File: src/rtl/oc_pkg.sv
// Shared types for the output level controller.
package oc_pkg;
    // Soft-mute sequencer states
    typedef enum logic [1:0] {
        RMP_FULL   = 2'd0,
        RMP_DOWN   = 2'd1,
        RMP_SILENT = 2'd2,
        RMP_UP     = 2'd3
    } ramp_state_t;
endpackage

File: src/rtl/oc_gain_chan.sv
// One channel's gain stage: out = sample * code * level / (CODE_MAX * STEPS),
// truncated toward zero and registered. Assumes level <= STEPS and code <= CODE_MAX,
// so the quotient always fits back into DW bits.
module oc_gain_chan #(
    parameter int DW    = 16,
    parameter int AW    = 7,
    parameter int STEPS = 64,
    parameter int LW    = $clog2(STEPS + 1)
) (
    input  logic                 clk,
    input  logic                 rst_n,
    input  logic                 in_vld,
    input  logic signed [DW-1:0] in_smp,
    input  logic [AW-1:0]        att,
    input  logic [LW-1:0]        lvl,
    output logic                 out_vld,
    output logic signed [DW-1:0] out_smp
);
    localparam int CODE_MAX = (1 << AW) - 1;
    localparam int PW       = DW + AW + LW + 2;
    localparam logic signed [PW-1:0] DEN = PW'(CODE_MAX * STEPS);

    logic signed [PW-1:0] s_x, a_x, l_x, prod, quot;

    // Widen operands and form the truncating quotient
    always_comb begin
        s_x  = PW'(in_smp);
        a_x  = PW'({1'b0, att});
        l_x  = PW'({1'b0, lvl});
        prod = s_x * a_x * l_x;
        quot = prod / DEN;
    end

    // Register the scaled sample and its strobe
    always_ff @(posedge clk) begin
        if (!rst_n) begin
            out_vld <= 1'b0;
            out_smp <= '0;
        end else begin
            out_vld <= in_vld;
            if (in_vld) out_smp <= quot[DW-1:0];
        end
    end
endmodule

File: src/rtl/oc_mute_ramp.sv
// Soft-mute level sequencer. The level runs 0..STEPS. On each ms tick during a
// ramp, a fractional accumulator adds STEPS/RAMP_MS steps, so a ramp takes
// exactly RAMP_MS ticks. The request is looked at only while idle, which means
// changes during a ramp are ignored and a stale request is re-taken at the end.
// Assumes the tick is a one-clock pulse.
module oc_mute_ramp
    import oc_pkg::*;
#(
    parameter int STEPS   = 64,
    parameter int RAMP_MS = 20,
    parameter int LW      = $clog2(STEPS + 1)
) (
    input  logic          clk,
    input  logic          rst_n,
    input  logic          mute_req,
    input  logic          ms_tick,
    output logic [LW-1:0] lvl
);
    localparam int AccW = $clog2(STEPS + RAMP_MS + 1);

    ramp_state_t      st;
    logic [AccW-1:0]  acc, sum, adv, rem;
    logic [LW-1:0]    adv_l;

    // Steps earned by this tick and the carried remainder
    always_comb begin
        sum   = acc + AccW'(STEPS);
        adv   = sum / AccW'(RAMP_MS);
        rem   = sum % AccW'(RAMP_MS);
        adv_l = LW'(adv);
    end

    // Sequencer and level register
    always_ff @(posedge clk) begin
        if (!rst_n) begin
            st  <= RMP_FULL;
            lvl <= LW'(STEPS);
            acc <= '0;
        end else begin
            unique case (st)
                RMP_FULL: begin
                    if (mute_req) begin
                        st  <= RMP_DOWN;
                        acc <= '0;
                    end
                end
                RMP_SILENT: begin
                    if (!mute_req) begin
                        st  <= RMP_UP;
                        acc <= '0;
                    end
                end
                RMP_DOWN: begin
                    if (ms_tick) begin
                        if (lvl <= adv_l) begin
                            lvl <= '0;
                            acc <= '0;
                            st  <= RMP_SILENT;
                        end else begin
                            lvl <= lvl - adv_l;
                            acc <= rem;
                        end
                    end
                end
                RMP_UP: begin
                    if (ms_tick) begin
                        if (lvl + adv_l >= LW'(STEPS)) begin
                            lvl <= LW'(STEPS);
                            acc <= '0;
                            st  <= RMP_FULL;
                        end else begin
                            lvl <= lvl + adv_l;
                            acc <= rem;
                        end
                    end
                end
                default: st <= RMP_FULL;
            endcase
        end
    end
endmodule

File: src/rtl/oc_zero_timer.sv
// Silence detector. It remembers whether each channel's last sample was zero.
// While both were zero, it counts ms ticks up to ZERO_MS. A nonzero sample on
// either channel clears the count at once. Before the first zero sample, a
// channel counts as not silent.
module oc_zero_timer #(
    parameter int DW      = 16,
    parameter int NCH     = 2,
    parameter int ZERO_MS = 350
) (
    input  logic                clk,
    input  logic                rst_n,
    input  logic [NCH-1:0]      ch_vld,
    input  logic [NCH-1:0][DW-1:0] ch_smp,
    input  logic                ms_tick,
    output logic                silent
);
    localparam int CW = $clog2(ZERO_MS + 1);

    logic [NCH-1:0] ch_zero;
    logic [NCH-1:0] ch_hit;
    logic [CW-1:0]  cnt;

    // Per-channel nonzero arrival and zero memory
    for (genvar c = 0; c < NCH; c++) begin : g_ch
        assign ch_hit[c] = ch_vld[c] && (ch_smp[c] != '0);
        always_ff @(posedge clk) begin
            if (!rst_n)         ch_zero[c] <= 1'b0;
            else if (ch_vld[c]) ch_zero[c] <= (ch_smp[c] == '0);
        end
    end

    // Run-length counter of silent milliseconds
    always_ff @(posedge clk) begin
        if (!rst_n)                       cnt <= '0;
        else if (|ch_hit)                 cnt <= '0;
        else if (ms_tick && (&ch_zero) && cnt < CW'(ZERO_MS))
                                          cnt <= cnt + 1'b1;
    end

    assign silent = (cnt == CW'(ZERO_MS));
endmodule

File: src/rtl/out_level_ctrl.sv
// Output level controller top. It scales both channels by att_code/127 times the
// soft-mute level/64 and flags long silence. Assumes ms_tick is a one-clock
// pulse, and that att_code is held steady around each sample strobe.
module out_level_ctrl #(
    parameter int DW      = 16,
    parameter int AW      = 7,
    parameter int STEPS   = 64,
    parameter int RAMP_MS = 20,
    parameter int ZERO_MS = 350
) (
    input  logic                 clk,
    input  logic                 rst_n,
    input  logic                 l_vld,
    input  logic signed [DW-1:0] l_smp,
    input  logic                 r_vld,
    input  logic signed [DW-1:0] r_smp,
    input  logic [AW-1:0]        att_code,
    input  logic                 mute_req,
    input  logic                 ms_tick,
    output logic signed [DW-1:0] l_out,
    output logic                 l_out_vld,
    output logic signed [DW-1:0] r_out,
    output logic                 r_out_vld,
    output logic                 silence
);
    localparam int NCH = 2;
    localparam int LW  = $clog2(STEPS + 1);

    logic [LW-1:0]             mute_lvl;
    logic [NCH-1:0]            in_vld, o_vld;
    logic [NCH-1:0][DW-1:0]    in_smp, o_smp;

    assign in_vld = {r_vld, l_vld};
    assign in_smp = {r_smp, l_smp};

    oc_mute_ramp #(.STEPS(STEPS), .RAMP_MS(RAMP_MS), .LW(LW)) u_ramp (
        .clk(clk), .rst_n(rst_n), .mute_req(mute_req), .ms_tick(ms_tick), .lvl(mute_lvl)
    );

    for (genvar c = 0; c < NCH; c++) begin : g_gain
        oc_gain_chan #(.DW(DW), .AW(AW), .STEPS(STEPS), .LW(LW)) u_gain (
            .clk(clk), .rst_n(rst_n), .in_vld(in_vld[c]), .in_smp(in_smp[c]),
            .att(att_code), .lvl(mute_lvl), .out_vld(o_vld[c]), .out_smp(o_smp[c])
        );
    end

    oc_zero_timer #(.DW(DW), .NCH(NCH), .ZERO_MS(ZERO_MS)) u_zero (
        .clk(clk), .rst_n(rst_n), .ch_vld(in_vld), .ch_smp(in_smp),
        .ms_tick(ms_tick), .silent(silence)
    );

    assign l_out     = o_smp[0];
    assign r_out     = o_smp[1];
    assign l_out_vld = o_vld[0];
    assign r_out_vld = o_vld[1];
endmodule

File: config.mk
export PLATFORM = sky130hd
export DESIGN_NAME = out_level_ctrl
export DESIGN_NICKNAME = d
export VERILOG_FILES = /design/src/rtl/oc_pkg.sv /design/src/rtl/oc_gain_chan.sv /design/src/rtl/oc_mute_ramp.sv /design/src/rtl/oc_zero_timer.sv /design/src/rtl/out_level_ctrl.sv
export SDC_FILE = /design/constraint.sdc
export NUM_CORES = 2
export LEC_CHECK = 0
export BUFFER_PORTS_ARGS = -buffer_cell sky130_fd_sc_hd__buf_2
export CORE_MARGIN = 2
export CORE_UTILIZATION = 61
export CTS_BUF_LIST = sky130_fd_sc_hd__clkbuf_2 sky130_fd_sc_hd__clkbuf_4 sky130_fd_sc_hd__clkbuf_8
export DETAILED_ROUTE_END_ITERATION = 8
export PLACE_DENSITY_LB_ADDON = 0.1
export REMOVE_ABC_BUFFERS = 1
export SYNTH_ARGS = -nofsm -noshare
export SYNTH_HDL_FRONTEND = slang
export SYNTH_SLANG_ARGS = --single-unit
File: constraint.sdc
create_clock -name clk -period 72.9 [get_ports clk]
set_clock_uncertainty 0.15 [all_clocks]
set_input_delay 21.87 -clock clk [delete_from_list [all_inputs] [get_ports clk]]
set_output_delay 21.87 -clock clk [all_outputs]
set_load 0.02 [all_outputs]
After elaboration in Yosys (flattened, before gate mapping)
Cells that the tools add are included.
- output and inout bits: 35
- bits in registers: 61
- multipliers: 4
- reduce and logical (&&, ||, !) cells: 15
- equality and inequality tests: 10
- mux-type cells: 19
- magnitude comparators: 3
- bitwise operators: 1
- divide/modulo/power cells: 4
- add/sub/neg operators: 4
- operators with widths (cell ; number):
    $mux W7 ; 10
    $div A32 B14 Y32 const B ; 2
    $mul A32 B8 Y32 ; 2
    $mul A16 B8 Y24 ; 2
    $logic_not A16 Y1 ; 2
    $reduce_bool A16 Y1 ; 2
    $pmux W7 S4 ; 1
    $pmux W7 S2 ; 1
    $mux W2 ; 6
    $add A9 B1 Y9 const B ; 1
    $eq A9 B9 Y1 const B ; 1
    $lt A9 B9 Y1 const B ; 1
    $ne A2 B2 Y1 const B ; 4
    $pmux W2 S4 ; 1
    $add A7 B7 Y7 ; 1
    $add A7 B7 Y7 const B ; 1
    $div A7 B5 Y7 const B ; 1
    $ge A7 B7 Y1 const B ; 1
    $le A7 B7 Y1 ; 1
    $mod A7 B5 Y7 const B ; 1
    $sub A7 B7 Y7 ; 1
    $reduce_and A6 Y1 ; 1
    $eq A2 B2 Y1 const B ; 2
    $logic_and A1 B1 Y1 ; 4
    9 further kinds ; 10

Longest topological paths before layout
- depth in word-level cells: 7
- depth in mapped cells: 97
- gate-level depth less buffers: 86

Cells and area by module
From an unflattened synthesis, not the netlist that was laid out.
- cell total of the unflattened synthesis: 4697
- area, all modules: 36881.6 um2
- by module, submodules not included (module ; sequential area each (um2) ; area an instance (um2) ; instances ; cells an instance):
    oc_gain_chan (g_gain[0].u_gain) ; 340.3 ; 17660.7 ; 1 ; 2278
    oc_gain_chan (g_gain[1].u_gain) ; 340.3 ; 16962.5 ; 1 ; 2151
    oc_mute_ramp ; 320.3 ; 1564.0 ; 1 ; 198
    oc_zero_timer ; 220.2 ; 694.4 ; 1 ; 70

Worst setup path after synthesis
No wires, ideal clock.
- path type: in2reg
- from: input port att_code[4]
- to: register g_gain[1].u_gain.out_smp[6]
- path slack: 29581 ps
- arrival time: 43107 ps
- path buffers: 4
- stages: 88
- cell sequence: clkbuf_1 -> and2_1 -> fa_1 -> fa_1 -> inv_1 -> fa_1 -> fa_1 -> inv_1 -> ha_1 -> inv_1 -> nor2_1 -> nor2_1 -> o21bai_1 -> a21oi_1 -> o21bai_1 -> a21oi_1 -> o21bai_1 -> a21oi_1 -> [... 52 more ...] -> or3_1 -> o2111a_1 -> and4_4 -> o41ai_2 -> nand4_1 -> mux2i_2 -> xnor2_1 -> nand4_1 -> nor3_1 -> mux2_2 -> o21ai_0 -> nand3_1 -> a21bo_2 -> ha_1 -> and2_1 -> a41o_1 -> or3_1 -> nand3_1
- word-level cells in the longest chain between the ends: 3
- ends and longest elaborated chain (item ; RTL line ; source):
    start, declared ; out_level_ctrl.sv:17 ; input logic [AW-1:0] att_code,
    $mul A16 B8 Y24 ; oc_gain_chan.sv:30 ; prod = s_x * a_x * l_x;
    $mul A32 B8 Y32 ; oc_gain_chan.sv:30 ;
    $div A32 B14 Y32 ; oc_gain_chan.sv:31 ; quot = prod / DEN;
    end signal, assigned ; oc_gain_chan.sv:41 ; if (in_vld) out_smp <= quot[DW-1:0];
    end, declared ; oc_gain_chan.sv:17 ; output logic signed [DW-1:0] out_smp
No other way between the ends.
A chain may end at the register's enable or synchronous reset.

Worst setup path in the final report
- from: input port att_code[4]
- to: register g_gain[1].u_gain.out_smp[12]
The elaborated chain is that of the path after synthesis.

==> impl_results.md <==
* Placed cell count at 5,154
* Clock transition at path regs at 0.08 ns
* Die Area at 58,400 µm²
* # rows at 87
* Critical path peak fanout at 33
* Post-route non-filler standard cell count at 5,170
* Most common cell in the netlist: inv_1
* Critical path class: input port to flip-flop
* Crit start category: input port
* Seq/Total Area, Yosys at 0.0343
* DRT antenna net count at 0
* Min-delay src: g_gain[0].u_gain.out_smp[1]
* DPL Wire Length at 70,300 µm
* Distinct cells, synth at 127
* IO Count at 80
* Hold Path End: g_gain[0].u_gain.out_smp[1]
* DRC viols at 0
* CP Depth at 84
* Reg2Reg Setup Slack at 51.98 ns
* Setup Total Neg Slack at 0 ns
* Placer congestion estimate at 0.971
* Area grow syn2layout at 2.92%
* Post-synth ARST share at 0
* Number of enable flip-flop cells after synthesis at 0
* CTS Buffer Depth at 2
* Final-stage net count at 5,124
* Tcrit/Tclk final at 0.642
* Synth area leaders: fa_1 25%, ha_1 8.9%, and2_1 8.0%, inv_1 7.2%, nand2_1 4.2%
* Hold Path Class: flip-flop to flip-flop
* Synth Instances at 4,464
* Cts repair resizes at 0
* Max Cap Viol at 0
* Ant diodes at 0
* Top cell type's share of synthesized area at 0.248
* Bufs and invs on worst path at 8
* Slew of the pin with the lowest slew margin at 1.01 ns
* Vias after detailed routing at 31,600
* CP endpoint kind: flip-flop
* Synth Flop Type: dfxtp_1
* Max Freq at 21.4 MHz
* PortBufs at 79
* Final worst setup slack at 26.06 ns
* CP peak stage delay at 0.79 ns
* Post-CTS setup repair buffer count at 0
* Slew HR at 0.329
* Vias per cell at 6.12
* TritonRoute pass-1 iters at 5
* R2r worst-path depth at 56
* Cell mode on critical path: a21oi_1
* Data arrival, critical path at 47.01 ns
* CTS tree: done
* Dpl ws at 26.04 ns
* Hold_ws at 0.327 ns
* Largest area contributor in the netlist: fa_1
* Clk Latency, worst-skew pair at 0.38 ns
* Hold path depth at 2
* CP delay by family, top: compound AO/OA/AOI/OAI gates
* Synth cell count leaders: 659 x inv_1, 439 x and2_1, 426 x fa_1
* Global route overflow at 0
* Clk sinks at 59
* RSZ-0062 raised after global routing: false
* Crit path max-delay cell type: o22ai_1
* Largest net degree at the start of global routing at 57
* Vias in the first global route at 31,400
* Die Ht at 242 µm
* Layout cell share with drive strength beyond 1 at 0.0580
* CTS Hold Bufs at 0
* TritonCTS Buffers at 9
* R2R Path Start: u_ramp.lvl[2]
* Initial antenna violation count at 0
* Final setup vio count at 0
* Flop and latch count out of synthesis at 59
* Worst endpoint required time at 73.07 ns
* Average wire per standard cell at 16.8 µm
* Final min period at 46.84 ns
* Die width at 242 µm
* Initial core utilization at 0.614
* Synthesized area per cell at 7.72 µm²
* # H-tree levels at 3
* GRT Overall Usage at 0.304
* Final hold viol count at 0
* First-pass GRT wire length at 152,000 µm
* Synth Cell Area at 34,400 µm²
* Worst r2r dst: g_gain[1].u_gain.out_smp[12]
* Detailed Route Iter0 Violations at 2,260
* Routed WL at 86,900 µm
* Synth warnings at 0
* Status: finished, final reports clean
* CTS Root Cell: clkbuf_8
* Core box area at 56,100 µm²
* Slew Viols, Final at 0
[cell type report]
cell class	instances	area, µm²
Inverter	659	2470
Tap cell	756	946
Clock buffer	10	131
Multi-Input combinational cell	3586	30100
Sequential cell	59	1180
Fill cell	5226	20600
Timing Repair Buffer	94	508
Clock inverter	6	88.8
[through the flow]
step           utilization  area, µm²
2_1_floorplan            -      33800
3_3_place_gp         0.628      35200
3_5_place_dp         0.628      35200
4_1_cts              0.632      35500
5_1_grt              0.632      35500
6_report             0.632      35500
[worst min-delay path: cells and delay by family (launching register included)]
| family | cells | cell delay, ns |
|---|---|---|
| and+or+nand+nor | 2 | 0.13 |
| DFF | 1 | 0.31 |
[sequential cells by signal, summed over array words and instances, names as in the netlist]
signal,flops
g_gain.u_gain.out_smp,32
g_gain.u_gain.out_vld,2
u_ramp.acc,5
u_ramp.lvl,7
u_ramp.st,2
u_zero.ch_zero,2
u_zero.cnt,9
[routing by layer]
layer	part of all wire	wire length, µm	global-route usage
met4	0.032	2820	0.0954
met2	0.48	41900	0.526
met3	0.045	3870	0.0251
met5	0	0	0
met1	0.44	38300	0.404
[how the worst max path moves through the flow]
stage,startpoint,end,slack (ns)
after CTS,att_code[4],g_gain[1].u_gain.out_smp[6],26.36
after detailed placement,att_code[4],g_gain[1].u_gain.out_smp[6],26.04
final,att_code[4],g_gain[1].u_gain.out_smp[12],26.06
after global placement,att_code[4],g_gain[1].u_gain.out_smp[6],26.45
after floorplan,r_smp[1],g_gain[1].u_gain.out_smp[6],28.22
after global routing,att_code[3],g_gain[1].u_gain.out_smp[6],24.00
[cell usage in the layout, fill, tap and decap left out, types with 18 or more instances in the layout]
cell,count
a211o_1,21
a211oi_1,48
a21o_1,54
a21oi_1,208
a31oi_1,52
a32oi_1,21
and2_1,439
and3_1,52
buf_2,79
dfxtp_1,58
fa_1,426
ha_1,244
inv_1,659
mux2i_1,27
nand2_1,386
nand2b_1,25
nand3_1,139
nand4_1,50
nor2_1,232
nor3_1,88
nor4_1,48
o2111ai_1,18
o211ai_1,55
o21a_1,28
o21ai_0,135
o21bai_1,41
o22ai_1,18
o31ai_1,21
or2_2,22
or3_1,42
or4_1,21
xnor2_1,147
xor2_1,61
[logic make-up after synthesis]
| group | after synthesis | synth area share |
|---|---|---|
| multiplexers | 43 | 0.0133 |
| XOR/XNOR | 214 | 0.0559 |
| AND/OR/NAND/NOR | 1644 | 0.255 |
| adder cells (fa/ha/maj) | 674 | 0.337 |
| AO/OA/AOI/OAI | 1011 | 0.213 |
| flip-flops | 59 | 0.0343 |
| buffers and inverters | 819 | 0.0914 |
Power is left out: the tool's default activity adds up to more than one toggle a clock period on the data nets, which glitch-free logic cannot reach.
